==> src/rtl/adc_buf_pkg.sv <==
package adc_buf_pkg;

  localparam int unsigned CH_W     = 3;
  localparam int unsigned NREG     = 2 ** CH_W;
  localparam int unsigned CHAIN_D  = 4;
  localparam int unsigned CTL_W    = 11;
  localparam int unsigned ADDR_W   = CH_W + 1;

  typedef enum logic [1:0] {
    BUF_OFF  = 2'b00,
    BUF_TWO  = 2'b01,
    BUF_PAIR = 2'b10,
    BUF_FOUR = 2'b11
  } buf_mode_e;

  typedef enum logic {
    SQ_IDLE = 1'b0,
    SQ_CONV = 1'b1
  } seq_state_e;

  typedef struct packed {
    logic            shift;
    logic            deep;
    logic [CH_W-1:0] idx;
  } store_cmd_t;

endpackage

==> src/rtl/adc_seq_fsm.sv <==
module adc_seq_fsm
  import adc_buf_pkg::*;
(
  input  logic            clk,
  input  logic            rst_n,
  input  logic            start_i,
  input  logic            scan_i,
  input  buf_mode_e       mode_i,
  input  logic [CH_W-1:0] chan_i,
  input  logic            conv_done_i,
  output logic            conv_req_o,
  output logic [CH_W-1:0] conv_ch_o,
  output logic            busy_o,
  output logic            store_o,
  output store_cmd_t      cmd_o,
  output logic            set_flag_o
);

  seq_state_e      state_q, state_d;
  buf_mode_e       mode_q, mode_d;
  logic [CH_W-1:0] chan_q, chan_d;
  logic [2:0]      slot_q, slot_d;
  logic [1:0]      pass_q, pass_d;
  logic            seq_en;

  logic [2:0]      nbuf, ngrp, last_slot, grp_off;
  logic [CH_W-1:0] base_ch;
  logic [1:0]      last_pass;
  logic            is_buf, end_pass, end_seq;

  // pass shape from the latched configuration
  always_comb begin
    case (mode_q)
      BUF_OFF:  begin nbuf = 3'd0; last_pass = 2'd0; end
      BUF_TWO:  begin nbuf = 3'd1; last_pass = 2'd1; end
      BUF_PAIR: begin nbuf = 3'd2; last_pass = 2'd1; end
      default:  begin nbuf = 3'd1; last_pass = 2'd3; end
    endcase
    if ((mode_q == BUF_OFF) || chan_q[2])
      ngrp = {1'b0, chan_q[1:0]} + 3'd1;
    else
      ngrp = 3'd0;
    base_ch   = chan_q[2] ? CH_W'(4) : CH_W'(0);
    last_slot = nbuf + ngrp - 3'd1;
    is_buf    = (slot_q < nbuf);
    grp_off   = slot_q - nbuf;
    end_pass  = (slot_q == last_slot);
    end_seq   = end_pass && (pass_q == last_pass);
  end

  always_comb begin
    conv_ch_o   = is_buf ? slot_q : (base_ch + grp_off);
    cmd_o.shift = is_buf;
    cmd_o.deep  = (mode_q != BUF_TWO);
    cmd_o.idx   = conv_ch_o;
  end

  assign conv_req_o = (state_q == SQ_CONV);
  assign busy_o     = conv_req_o;
  assign store_o    = conv_req_o && conv_done_i;
  assign set_flag_o = store_o && end_seq;

  // next state
  always_comb begin
    state_d = state_q;
    mode_d  = mode_q;
    chan_d  = chan_q;
    slot_d  = slot_q;
    pass_d  = pass_q;
    seq_en  = 1'b0;
    case (state_q)
      SQ_IDLE: begin
        if (start_i) begin
          seq_en  = 1'b1;
          state_d = SQ_CONV;
          mode_d  = mode_i;
          chan_d  = chan_i;
          slot_d  = 3'd0;
          pass_d  = 2'd0;
        end
      end
      SQ_CONV: begin
        if (conv_done_i) begin
          seq_en = 1'b1;
          if (!end_pass) begin
            slot_d = slot_q + 3'd1;
          end else begin
            slot_d = 3'd0;
            if (!end_seq) begin
              pass_d = pass_q + 2'd1;
            end else begin
              pass_d = 2'd0;
              if (!scan_i) state_d = SQ_IDLE;
            end
          end
        end
      end
      default: state_d = SQ_IDLE;
    endcase
  end

  // registers
  always_ff @(posedge clk or negedge rst_n) begin
    if (!rst_n) begin
      state_q <= SQ_IDLE;
      mode_q  <= BUF_OFF;
      chan_q  <= '0;
      slot_q  <= '0;
      pass_q  <= '0;
    end else if (seq_en) begin
      state_q <= state_d;
      mode_q  <= mode_d;
      chan_q  <= chan_d;
      slot_q  <= slot_d;
      pass_q  <= pass_d;
    end
  end

  AST_BUSY_TRIG_IGNORED: assert property (@(posedge clk) disable iff (!rst_n)
    (state_q == SQ_CONV && start_i && !conv_done_i) |=>
      (state_q == SQ_CONV && $stable(slot_q) && $stable(pass_q)));

  AST_SINGLE_HALTS: assert property (@(posedge clk) disable iff (!rst_n)
    (set_flag_o && !scan_i) |=> !conv_req_o);

  AST_SCAN_KEEPS_GOING: assert property (@(posedge clk) disable iff (!rst_n)
    (set_flag_o && scan_i) |=> conv_req_o);

endmodule

==> src/rtl/adc_result_bank.sv <==
module adc_result_bank
  import adc_buf_pkg::*;
#(
  parameter int unsigned DW = 10
) (
  input  logic                     clk,
  input  logic                     rst_n,
  input  logic                     store_i,
  input  store_cmd_t               cmd_i,
  input  logic [DW-1:0]            data_i,
  output logic [NREG-1:0][DW-1:0]  regs_o
);

  for (genvar i = 0; i < NREG; i++) begin : g_res
    logic          en;
    logic [DW-1:0] nxt;
    logic [DW-1:0] q;

    if (i == 0) begin : g_head
      always_comb begin
        en  = store_i && (cmd_i.shift || (cmd_i.idx == CH_W'(i)));
        nxt = data_i;
      end
    end else if (i < CHAIN_D) begin : g_chain
      always_comb begin
        if (cmd_i.shift) begin
          en  = store_i && (cmd_i.deep || (i == 1));
          nxt = regs_o[i-1];
        end else begin
          en  = store_i && (cmd_i.idx == CH_W'(i));
          nxt = data_i;
        end
      end
    end else begin : g_direct
      always_comb begin
        en  = store_i && !cmd_i.shift && (cmd_i.idx == CH_W'(i));
        nxt = data_i;
      end
    end

    always_ff @(posedge clk or negedge rst_n) begin
      if (!rst_n)  q <= '0;
      else if (en) q <= nxt;
    end

    assign regs_o[i] = q;
  end

  AST_RESULTS_HOLD: assert property (@(posedge clk) disable iff (!rst_n)
    !store_i |=> $stable(regs_o));

  AST_TWO_DEEP_SHIFT: assert property (@(posedge clk) disable iff (!rst_n)
    (store_i && cmd_i.shift && !cmd_i.deep) |=>
      (regs_o[1] == $past(regs_o[0]) && regs_o[0] == $past(data_i) &&
       $stable(regs_o[2]) && $stable(regs_o[3])));

  AST_FOUR_DEEP_SHIFT: assert property (@(posedge clk) disable iff (!rst_n)
    (store_i && cmd_i.shift && cmd_i.deep) |=>
      (regs_o[3] == $past(regs_o[2]) && regs_o[2] == $past(regs_o[1]) &&
       regs_o[1] == $past(regs_o[0]) && regs_o[0] == $past(data_i)));

  AST_GROUP_SPARES_CHAIN: assert property (@(posedge clk) disable iff (!rst_n)
    (store_i && !cmd_i.shift && cmd_i.idx[CH_W-1]) |=>
      $stable(regs_o[CHAIN_D-1:0]));

endmodule

==> src/rtl/adc_flag_ctl.sv <==
module adc_flag_ctl (
  input  logic clk,
  input  logic rst_n,
  input  logic set_i,
  input  logic stat_rd_i,
  input  logic clr_wr_i,
  input  logic ie_i,
  output logic flag_o,
  output logic irq_o
);

  logic flag_q, flag_d;
  logic armed_q, armed_d;
  logic clr_ok;

  assign clr_ok = clr_wr_i && armed_q && flag_q;

  always_comb begin
    if (set_i)       flag_d = 1'b1;
    else if (clr_ok) flag_d = 1'b0;
    else             flag_d = flag_q;
    armed_d = flag_d && (armed_q || (stat_rd_i && flag_q));
  end

  always_ff @(posedge clk or negedge rst_n) begin
    if (!rst_n) begin
      flag_q  <= 1'b0;
      armed_q <= 1'b0;
    end else begin
      flag_q  <= flag_d;
      armed_q <= armed_d;
    end
  end

  assign flag_o = flag_q;
  assign irq_o  = flag_q && ie_i;

  AST_CLEAR_NEEDS_READ: assert property (@(posedge clk) disable iff (!rst_n)
    $fell(flag_q) |-> $past(armed_q));

  AST_SET_WINS: assert property (@(posedge clk) disable iff (!rst_n)
    set_i |=> flag_q);

endmodule

==> src/rtl/adc_buf_seq.sv <==
module adc_buf_seq
  import adc_buf_pkg::*;
#(
  parameter int unsigned DW   = 10,
  parameter int unsigned RD_W = 16
) (
  input  logic              clk,
  input  logic              rst_n,
  input  logic              bus_wr,
  input  logic              bus_rd,
  input  logic [ADDR_W-1:0] bus_addr,
  input  logic [CTL_W-1:0]  bus_wdata,
  output logic [RD_W-1:0]   bus_rdata,
  input  logic              tmr_trig,
  input  logic              ext_trig,
  output logic              conv_req,
  output logic [CH_W-1:0]   conv_ch,
  input  logic              conv_done,
  input  logic [DW-1:0]     conv_data,
  output logic              irq
);

  // reset: asserted asynchronously, released on a clock edge
  logic rst_s1, rst_s2, rst_ns;
  always_ff @(posedge clk or negedge rst_n) begin
    if (!rst_n) begin
      rst_s1 <= 1'b0;
      rst_s2 <= 1'b0;
    end else begin
      rst_s1 <= 1'b1;
      rst_s2 <= rst_s1;
    end
  end
  assign rst_ns = rst_s2;

  // control word
  logic            ie_q, ie_d, scan_q, scan_d, ten_q, ten_d, een_q, een_d;
  buf_mode_e       mode_q, mode_d;
  logic [CH_W-1:0] chan_q, chan_d;
  logic            ctl_sel, ctl_wr, ctl_rd;
  logic            start, busy, store, set_flag, flag;
  store_cmd_t      cmd;
  logic [NREG-1:0][DW-1:0] regs;

  assign ctl_sel = (bus_addr == '0);
  assign ctl_wr  = bus_wr && ctl_sel;
  assign ctl_rd  = bus_rd && ctl_sel;

  always_comb begin
    ie_d   = ie_q;
    scan_d = scan_q;
    mode_d = mode_q;
    chan_d = chan_q;
    ten_d  = ten_q;
    een_d  = een_q;
    if (ctl_wr) begin
      ie_d   = bus_wdata[1];
      scan_d = bus_wdata[3];
      mode_d = buf_mode_e'(bus_wdata[5:4]);
      chan_d = bus_wdata[8:6];
      ten_d  = bus_wdata[9];
      een_d  = bus_wdata[10];
    end
  end

  always_ff @(posedge clk or negedge rst_ns) begin
    if (!rst_ns) begin
      ie_q   <= 1'b0;
      scan_q <= 1'b0;
      mode_q <= BUF_OFF;
      chan_q <= '0;
      ten_q  <= 1'b0;
      een_q  <= 1'b0;
    end else if (ctl_wr) begin
      ie_q   <= ie_d;
      scan_q <= scan_d;
      mode_q <= mode_d;
      chan_q <= chan_d;
      ten_q  <= ten_d;
      een_q  <= een_d;
    end
  end

  assign start = (ctl_wr && bus_wdata[2]) || (tmr_trig && ten_q) || (ext_trig && een_q);

  adc_seq_fsm i_seq (
    .clk         (clk),
    .rst_n       (rst_ns),
    .start_i     (start),
    .scan_i      (scan_q),
    .mode_i      (mode_d),
    .chan_i      (chan_d),
    .conv_done_i (conv_done),
    .conv_req_o  (conv_req),
    .conv_ch_o   (conv_ch),
    .busy_o      (busy),
    .store_o     (store),
    .cmd_o       (cmd),
    .set_flag_o  (set_flag)
  );

  adc_result_bank #(.DW(DW)) i_bank (
    .clk     (clk),
    .rst_n   (rst_ns),
    .store_i (store),
    .cmd_i   (cmd),
    .data_i  (conv_data),
    .regs_o  (regs)
  );

  adc_flag_ctl i_flag (
    .clk       (clk),
    .rst_n     (rst_ns),
    .set_i     (set_flag),
    .stat_rd_i (ctl_rd),
    .clr_wr_i  (ctl_wr && !bus_wdata[0]),
    .ie_i      (ie_q),
    .flag_o    (flag),
    .irq_o     (irq)
  );

  // read mux
  always_comb begin
    bus_rdata = '0;
    if (ctl_sel)
      bus_rdata[CTL_W-1:0] = {een_q, ten_q, chan_q, mode_q, scan_q, busy, ie_q, flag};
    else if (bus_addr[ADDR_W-1])
      bus_rdata[DW-1:0] = regs[bus_addr[CH_W-1:0]];
  end

  AST_FLAG_AFTER_DONE: assert property (@(posedge clk) disable iff (!rst_ns)
    $rose(flag) |-> $past(conv_done));

endmodule

==> config.mk <==
export PLATFORM = sky130hd
export DESIGN_NAME = adc_buf_seq
export DESIGN_NICKNAME = d
export VERILOG_FILES = /design/src/rtl/adc_buf_pkg.sv /design/src/rtl/adc_seq_fsm.sv /design/src/rtl/adc_result_bank.sv /design/src/rtl/adc_flag_ctl.sv /design/src/rtl/adc_buf_seq.sv
export SDC_FILE = /design/constraint.sdc
export NUM_CORES = 1
export LEC_CHECK = 0
export CAP_MARGIN = 5
export CORE_AREA = 8 8 108 134
export DETAILED_ROUTE_END_ITERATION = 8
export DIE_AREA = 0 0 116 142
export DONT_BUFFER_PORTS = 1
export GPL_TIMING_DRIVEN = 0
export PLACE_DENSITY = 0.65
export SETUP_SLACK_MARGIN = 0.02
export SYNTH_ARGS = -nofsm -noshare
export SYNTH_HDL_FRONTEND = slang
export SYNTH_SLANG_ARGS = --single-unit
==> constraint.sdc <==
create_clock -name clk -period 6.7 [get_ports clk]
set_input_delay 0.67 -clock clk [delete_from_list [all_inputs] [get_ports clk]]
set_output_delay 0.67 -clock clk [all_outputs]
set_load 0.01 [all_outputs]
## After elaboration in Yosys (flattened, before gate mapping)

Index checks and enable logic that the tools add are counted.

| storage, ports and cells | value |
|---|---|
| word-level logic and storage cells | 123 |
| register bits | 104 |
| output and inout port bits | 21 |

| operators by class | value |
|---|---|
| multiplexer cells | 37 |
| reductions and logical operators | 38 |
| equal/unequal tests | 15 |
| magnitude comparators | 2 |
| bitwise operators | 1 |
| add/subtract/negate cells | 7 |

Operator list:

| cell | number |
|---|---|
| 2-to-1 mux 10 bit | 6 |
| binary-select mux 10 bit (select 3 bit) | 1 |
| logical AND 1 bit | 24 |
| 2-to-1 mux 3 bit | 7 |
| equality test 3 bit (second input constant) | 4 |
| 2-to-1 mux 1 bit | 12 |
| one-hot mux 2 bit (2 select lines) | 3 |
| 2-to-1 mux 2 bit | 5 |
| equality test 3 x 2 -> 1 bit (second input constant) | 2 |
| one-hot mux 3 bit (2 select lines) | 1 |
| AND reduction 3 bit | 2 |
| logical OR 1 bit | 5 |
| logical NOT 4 bit | 1 |
| less-than comparator 3 x 4 -> 1 bit (second input constant) | 1 |
| != test 2 x 1 -> 1 bit (second input constant) | 2 |
| != test 2 bit (second input constant) | 2 |
| one-hot mux 1 bit (2 select lines) | 2 |
| AND reduction 4 bit | 1 |
| adder 2 x 1 -> 3 bit (second input constant) | 1 |
| adder 2 x 3 -> 3 bit | 1 |
| adder 3 x 1 -> 3 bit (second input constant) | 1 |
| adder 3 bit | 1 |
| equality test 3 x 1 -> 1 bit (second input constant) | 1 |
| equality test 3 bit | 1 |
| 12 further kinds | 13 |

## Depth between registers and ports, before layout

Gate-level depths: netlist of the first run.

| depth | value |
|---|---|
| depth in word-level cells | 11 |
| mapped depth | 11 |
| depth with buffers taken out | 10 |

## Cells and area by module

A second synthesis of the first run with hierarchy kept.

| second synthesis, totals | value |
|---|---|
| cell total of the unflattened synthesis | 476 |
| area total of the unflattened synthesis | 5,684.2 um^2 |

By module, submodules not included:

| module | sequential area each (um^2) | instances | cells an instance | area an instance (um^2) |
|---|---|---|---|---|
| adc_result_bank | 2,001.9 | 1 | 258 | 3,458.3 |
| adc_buf_seq | 275.3 | 1 | 115 | 1,293.7 |
| adc_seq_fsm | 275.3 | 1 | 96 | 848.3 |
| adc_flag_ctl | 50.0 | 1 | 7 | 83.8 |

## Least setup slack after synthesis of the first run

OpenSTA, ideal clock, no wires.

| timing path | value |
|---|---|
| kind | input-to-output |
| start point | in bus_addr[0] |
| end point | out bus_rdata[0] |
| path buffers | 1 |
| setup slack | 3.818 ns |
| data arrival time | 2.212 ns |
| cell stages on the path | 4 |
| required time | 6.030 ns |
| path through | buf_1 -> mux4_2 -> mux2_2 -> a22o_1 |

| on the way | value |
|---|---|
| longest elaborated chain between the ends | 4 |
| elaborated cells between the ends (all ways) | 5 |

RTL lines:

| what | line | RTL |
|---|---|---|
| start, declared | adc_buf_seq.sv:11 | `input logic [ADDR_W-1:0] bus_addr,` |
| binary-select mux 10 bit (select 3 bit) | adc_buf_seq.sv:128 | `bus_rdata[DW-1:0] = regs[bus_addr[CH_W-1:0]];` |
| 2-to-1 mux 10 bit (not written as such) | adc_buf_seq.sv:128 |  |
| 2-to-1 mux 10 bit | adc_buf_seq.sv:127 | `else if (bus_addr[ADDR_W-1])` |
| 2-to-1 mux 10 bit (*) | adc_buf_seq.sv:125 | `if (ctl_sel)` |
| end, declared | adc_buf_seq.sv:13 | `output logic [RD_W-1:0] bus_rdata,` |

Mark *: on every way between the ends. The rest lies on a longest branch, timed or not. The select of a mux whose other input is x is not followed.

## Final worst setup path of the first run

| timing path | value |
|---|---|
| start point | in bus_addr[1] |
| end point | out bus_rdata[5] |

Same word-level chain as after synthesis.

==> flow_summary.toml, run 1 <==
[logic_synthesis]
synth.yosys.warnings = 0
yosysTopAreaCell = "dfrtp_1"
synthXorXnorAreaFrac = 0.0169
synth_compound_area_frac = 0.0528
synthArstFlopShare = 1.00
ys_seq_elements = 104
yosys.area_share.simple = 0.101
synth-edff-count = 0
ys_types = 52
seq_area_frac_synth = 0.482
synth_mux_area_frac = 0.304
syn_inst = 422
synthFlopType = "dfrtp_1"
synth_top_cell_area_share = 0.482
synth_fa_ha_area_frac = 0.0185
synth_top_family_by_area = "multiplexers"
syn_area_sq_um = 5400
avgSynthCellArea_sq_um = 12.8
synth.area.top_cells = "dfrtp_1 (48%), mux2_2 (22%), mux4_2 (8.3%)"

[cells_and_area]
areaGrowthSynthToFinish_pct = 10.3
fin_area_sq_um = 5960
antennaDiodeCount = 0
nets = 479
num-fill-cells = 1147
drive_gt1_frac = 0.378

[sta]
fmax_ghz = 0.302
fin_setup_tns_ns = 0
finalMaxSlewViolations = 0
finalSetupViolations = 0
rsz0062_at_grt = "false"
period_minus_slack_ns = 3.31
worstMarginPinSlew_ns = 0.946
timing.final.ws_setup_ns = 3.39
fin_crit_sh = 0.494
hold_viol = 0
fin_skew_ns = 0.00876
slew_headroom = 0.369

[cts]
cts_tree = "yes"
htree_levels = 3
cts_resized = 0
path_clk_slew_ns = 0.07
clockBufferDepth = 2
clock_latency_ns = 0.34
cts.sinks = 104
cts-root-buf = "clkbuf_16"
cts_made_buffers = 9

[power]
power_frac_clock = 0.156
cell_internal_pwr_mw = 2.03
power.leakage_nw = 2.59
pwr-share-seq = 0.341
powerDensity_nw_per_um2 = 554
power_switching_mw = 1.27
netSwitchingFraction = 0.385
combinationalPowerShare = 0.503
ir_worst_vdd_uv = 263

[drt]
ant_nets = 0
wl_per_cell_um = 20.4
drc = 0
drt_pass1_iterations = 4
viasPerCell = 5.59
routed-via-count = 3424
routed_wl_um = 12500
drt_iter0_markers = 180

[die]
die_h_um = 142
start_util = 0.435
dieWidth_um = 116
io_pins = 53
die_area_sq_um = 16500
core_sq_um = 12400
row_count = 46

[grt]
use_met2 = 0.275
gr-total-overflow = 0
grt_pass1_vias = 3604
grt_use_met3 = 0.0344
antenna_found_initial = 0
use_met1 = 0.192
grt_first_pass_wirelength_um = 20100
grt_usage = 0.162
grt_max_degree = 72
gr-max-usage-layer = "met2"

[critical_path]
critPathRequiredTime_ns = 6.03
critical_path.max_stage_delay_ns = 0.69
critPathKind = "input port to output port"
crit_slowest_cell = "buf_1"
startpoint_type = "input port"
cp.arrival_ns = 2.64
path_cells = "buf_2, buf_1, mux4_2, mux2_2, a22o_1"
critPathBufInv = 2
critical-path-top-delay-family = "buffers and inverters"
end_kind = "output port"
worstPathMaxFanout = 10

[place]
gp_congestion = 0.777
numPortBuffers = 0
placed_area_sq_um = 5660
dp_hpwl_um = 8870
pre_cts_slack_ns = 3.38

[run_status]
status = "finished clean"

[min_path]
hold_path_class = "register to async pin"

[run]
cap_violations = 0
## kinds of logic (layout without fill, tap and decap cells)
group	Yosys count	in the layout
AO/OA/AOI/OAI	36	36
XOR/XNOR	8	8
adder cells (fa/ha/maj)	8	8
buffers and inverters	27	45
flip-flops	104	104
multiplexers	126	126
other	2	6
AND/OR/NAND/NOR	111	111
## synth_stat cells, types with 2 or more instances
| cell | instances |
|---|---|
| inv_1 | 7 |
| nor2b_1 | 3 |
| a31oi_1 | 2 |
| clkbuf_1 | 8 |
| dfrtp_1 | 104 |
| xnor2_1 | 2 |
| mux4_2 | 20 |
| ha_1 | 8 |
| nor3_1 | 2 |
| a21oi_1 | 4 |
| nand2b_1 | 2 |
| and2_1 | 2 |
| nor3_4 | 2 |
| buf_2 | 2 |
| nor2_1 | 6 |
| nor3b_1 | 2 |
| mux2_2 | 106 |
| xor2_1 | 4 |
| nand3_2 | 2 |
| conb_1 | 2 |
| o21ai_0 | 3 |
| a22o_1 | 14 |
| buf_4 | 6 |
| buf_1 | 3 |
| nand2_1 | 79 |
## sequential cells by signal, indices dropped and copies added (netlist names), 2 cells and up
| name | cells |
|---|---|
| i_bank.g_res.q | 80 |
| chan_q | 3 |
| i_seq.chan_q | 3 |
| i_seq.slot_q | 3 |
| i_seq.mode_q | 2 |
| i_seq.pass_q | 2 |
| mode_q | 2 |
## routing by layer
metal	up-vias	wire (um)
met5	-	0
met4	0	300
met3	20	541
met2	63	6560
met1	1795	5060
li1	1546	-
## through the flow
stage                     hold WS, ns  power, mW  cells   util
after floorplan                 0.331       2.42    426      -
after global placement          0.336       2.74    594  0.453
after detailed placement        0.301       2.80    595  0.455
after CTS                     0.00519       3.32    611  0.479
after global routing            0.330       3.54    612  0.480
final                           0.283       3.30    612  0.480
## power groups by stage
stage	logic, mW	registers [mW]	clock network (mW)
floorplan	1.34	1.08	0
CTS	1.67	1.13	0.523
finish	1.66	1.13	0.514
global route	1.82	1.17	0.545
detailed placement	1.67	1.14	0
global placement	1.62	1.12	0
## cells in the final DEF (no fill, tap or decap), drive strengths merged, types with 2 or more instances in the layout
cell type | netlist | layout
nor3 | 5 | 5
o21ai | 5 | 5
nor2b | 3 | 3
mux2 | 106 | 106
conb | 2 | 6
xnor2 | 3 | 3
nor2 | 7 | 7
xor2 | 4 | 4
and2 | 2 | 2
a21oi | 6 | 6
nand2b | 2 | 2
buf | 11 | 12
nor3b | 2 | 2
inv | 8 | 9
ha | 8 | 8
clkbuf | 8 | 20
a22o | 14 | 14
mux4 | 20 | 20
a31oi | 2 | 2
nand2 | 79 | 79
dfrtp | 104 | 104
clkinv | 0 | 2
nor4 | 2 | 2
nand3 | 3 | 3
## path summary, 6_finish.rpt
check	from	end	slack [ns]	depth (start not counted)
setup reg to reg	i_seq.mode_q[1]	i_bank.g_res[0].q[1]	3.42	9
setup / recovery	bus_addr[1]	bus_rdata[5]	3.39	5
hold reg to reg	rst_ns	i_bank.g_res[2].q[9]	0.28	0
hold / removal	rst_ns	i_bank.g_res[2].q[9]	0.28	0
min in group clk	rst_s1	rst_ns	0.35	0
max in group asynchronous	rst_ns	i_bank.g_res[5].q[5]	5.71	1
## repair_timing
item | in CTS | in global routing
setup buffers | 0 | 0
hold buffers | 0 | 1
hold endpoints to repair | 0 | 2
## layout make-up
type | count | area, sq um | area share
tap | 168 | 210 | 0.0352
multi-input combinational | 295 | 2690 | 0.451
inverter | 8 | 30.0 | 0.00504
buffer | 19 | 96.3 | 0.0162
clock inverter | 4 | 26.3 | 0.00441
clock buffer | 12 | 267 | 0.0447
sequential | 104 | 2610 | 0.437
timing repair buffer | 2 | 37.5 | 0.00629
Power figures use the tool's default switching activity.
==> run 2, diff against run 1 <==
- PLACE_DENSITY: 0.65 -> 0.67
- clock period: 6.7 -> 3 ns (I/O delays scaled with it)
==> run 2 against run 1 <==
Against the previous run: core utilization increased by 1.3 points; clock skew decreased by 0.0018 ns; clock-buffer cell count decreased by 3; critical endpoint is now i_bank.g_res[5].q[4].
==> flow_summary.toml, run 2 (synthesis results as in run 1) <==
[run_status]
status = "finished clean"

[sta]
fin_setup_tns_ns = 0
fin_skew_ns = 0.00697
fmax_ghz = 0.350
hold_slack_ns = 0.0970
period_minus_slack_ns = 2.86
finalMaxSlewViolations = 0
slew_headroom = 0.315
hold_viol = 0
fin_crit_sh = 0.953
worstMarginPinSlew_ns = 1.03
finalSetupViolations = 0
rsz0062_at_grt = "false"

[die]
dieWidth_um = 116
io_pins = 53
row_count = 46
core_sq_um = 12400
start_util = 0.435
die_h_um = 142
die_area_sq_um = 16500

[power]
powerDensity_nw_per_um2 = 1270
fin_total_pwr_mw = 7.77
power.leakage_nw = 2.65
ir_worst_vdd_uv = 483

[drt]
ant_nets = 0
dr_wl_met2_um = 6590
drt_iter0_markers = 181
wl_met3_um = 879
wl_met1_um = 4950
wl_per_cell_um = 20.6
routed-via-count = 3533
drc = 0
dr.max_layer_used = "met4"
routed_wl_um = 12800
viasPerCell = 5.66
drt_pass1_iterations = 4

[cells_and_area]
num-fill-cells = 1090
nets = 491
multi_input_area_sq_um = 2720
top_register = "i_bank.g_res.q"
final_cell_mix = "mux2_2 (106), dfrtp_1 (101), nand2_1 (79)"
layout_commonest_cell = "mux2_2"
drive_gt1_frac = 0.406
final-seq-area_sq_um = 2610
largest_register_ffs = 80
antennaDiodeCount = 0
areaGrowthSynthToFinish_pct = 13.4
final_util = 0.493

[cts]
cts_tree = "yes"
htree_levels = 3
cts-root-buf = "clkbuf_16"
cts_made_buffers = 9
cts.sinks = 104
path_clk_slew_ns = 0.07
clockBufferDepth = 2
clock_latency_ns = 0.35

[critical_path]
cpMostUsedCell = "ha_1"
crit_slowest_cell = "dfrtp_2"
critPathRequiredTime_ns = 3.23
critPathBufInv = 2
startpoint_type = "register"
path_cells = "inv_2, nand2_1, ha_1, ha_1, xnor2_2, nor2b_1, a311o_2, nor3_4, buf_12, mux2_2"
end_kind = "register"
critPathKind = "register to register"
worstPathMaxFanout = 10
cp.arrival_ns = 3.09
critical-path-top-delay-family = "adder cells"
critical_path.max_stage_delay_ns = 0.44

[run]
cap_violations = 0

[grt]
grt_max_degree = 67
grt_pass1_vias = 3812
grt_usage = 0.165
grt_first_pass_wirelength_um = 20600
antenna_found_initial = 0
gr-total-overflow = 0

[place]
numPortBuffers = 0
dp_hpwl_um = 8740
gp_congestion = 0.782

[min_path]
hold_path_class = "input port to register"
==> run 2: cell types whose count changed in the layout (fill, tap and decap cells not counted), moves of 2 or more <==
| cell | previous run | this run |
|---|---|---|
| dfrtp_2 | 0 | 2 |
| buf_12 | 0 | 4 |
| clkinvlp_4 | 1 | 3 |
| clkinv_4 | 0 | 2 |
| buf_4 | 6 | 14 |
| dfrtp_1 | 103 | 101 |
| clkbuf_8 | 3 | 0 |
==> run 2: timing repair <==
action	in CTS	in global routing
hold buffers	1	0
pin swaps	5	4
hold endpoints to repair	2	0
resized for setup	2	6
endpoints found under the setup margin	70	81
setup buffers	9	4
==> run 2: metrics by stage <==
step / setup WS [ns] / std cells / cell area (sq um)
after global placement: -0.228 / 594 / 5630
after CTS: 0.0538 / 620 / 6070
after floorplan: 0.301 / 426 / 5420
final: 0.140 / 624 / 6130
after global routing: 0.00573 / 624 / 6130
after detailed placement: -0.276 / 595 / 5660
==> run 2: layout make-up <==
cell class,instances,area share
Clock inverter,7,0.00919
Clock buffer,9,0.0367
Sequential cell,104,0.426
Inverter,8,0.00490
Tap cell,168,0.0343
Buffer,18,0.0151
Multi-Input combinational cell,295,0.443
Timing Repair Buffer,15,0.0308
==> run 2: metal layers <==
metal	GRT usage	vias up
met5	0	-
met4	0.0856	0
met2	0.275	87
met1	0.184	1843
li1	-	1576
met3	0.0527	27
==> run 2: worst paths after layout <==
| check | startpoint | endpoint | slack (ns) | cells after the start |
|---|---|---|---|---|
| setup / recovery | i_seq.mode_q[0] | i_bank.g_res[5].q[4] | 0.14 | 10 |
| hold / removal | conv_data[1] | i_bank.g_res[4].q[1] | 0.1 | 1 |
| setup reg to reg | i_seq.mode_q[0] | i_bank.g_res[5].q[4] | 0.14 | 10 |
| hold reg to reg | rst_ns | i_bank.g_res[5].q[2] | 0.31 | 0 |
| max in group asynchronous | rst_ns | i_seq.mode_q[1] | 1.98 | 1 |
| min in group asynchronous | rst_n | rst_ns | 0.18 | 1 |
==> run 2: report_power, final <==
part	internal, mW	switching, mW
registers	2.09	0.447
logic	2.10	2.03
clock network	0.570	0.538
==> run 2: worst register-to-register path: cells and delay by family (launching register included) <==
kind            cells  cell delay [ns]
fa+ha+maj           2             0.54
flops               1             0.44
buf+inv             2             0.29
compound gates      1             0.42
mux                 1             0.35
simple gates        3             0.43
xor+xnor            1             0.29
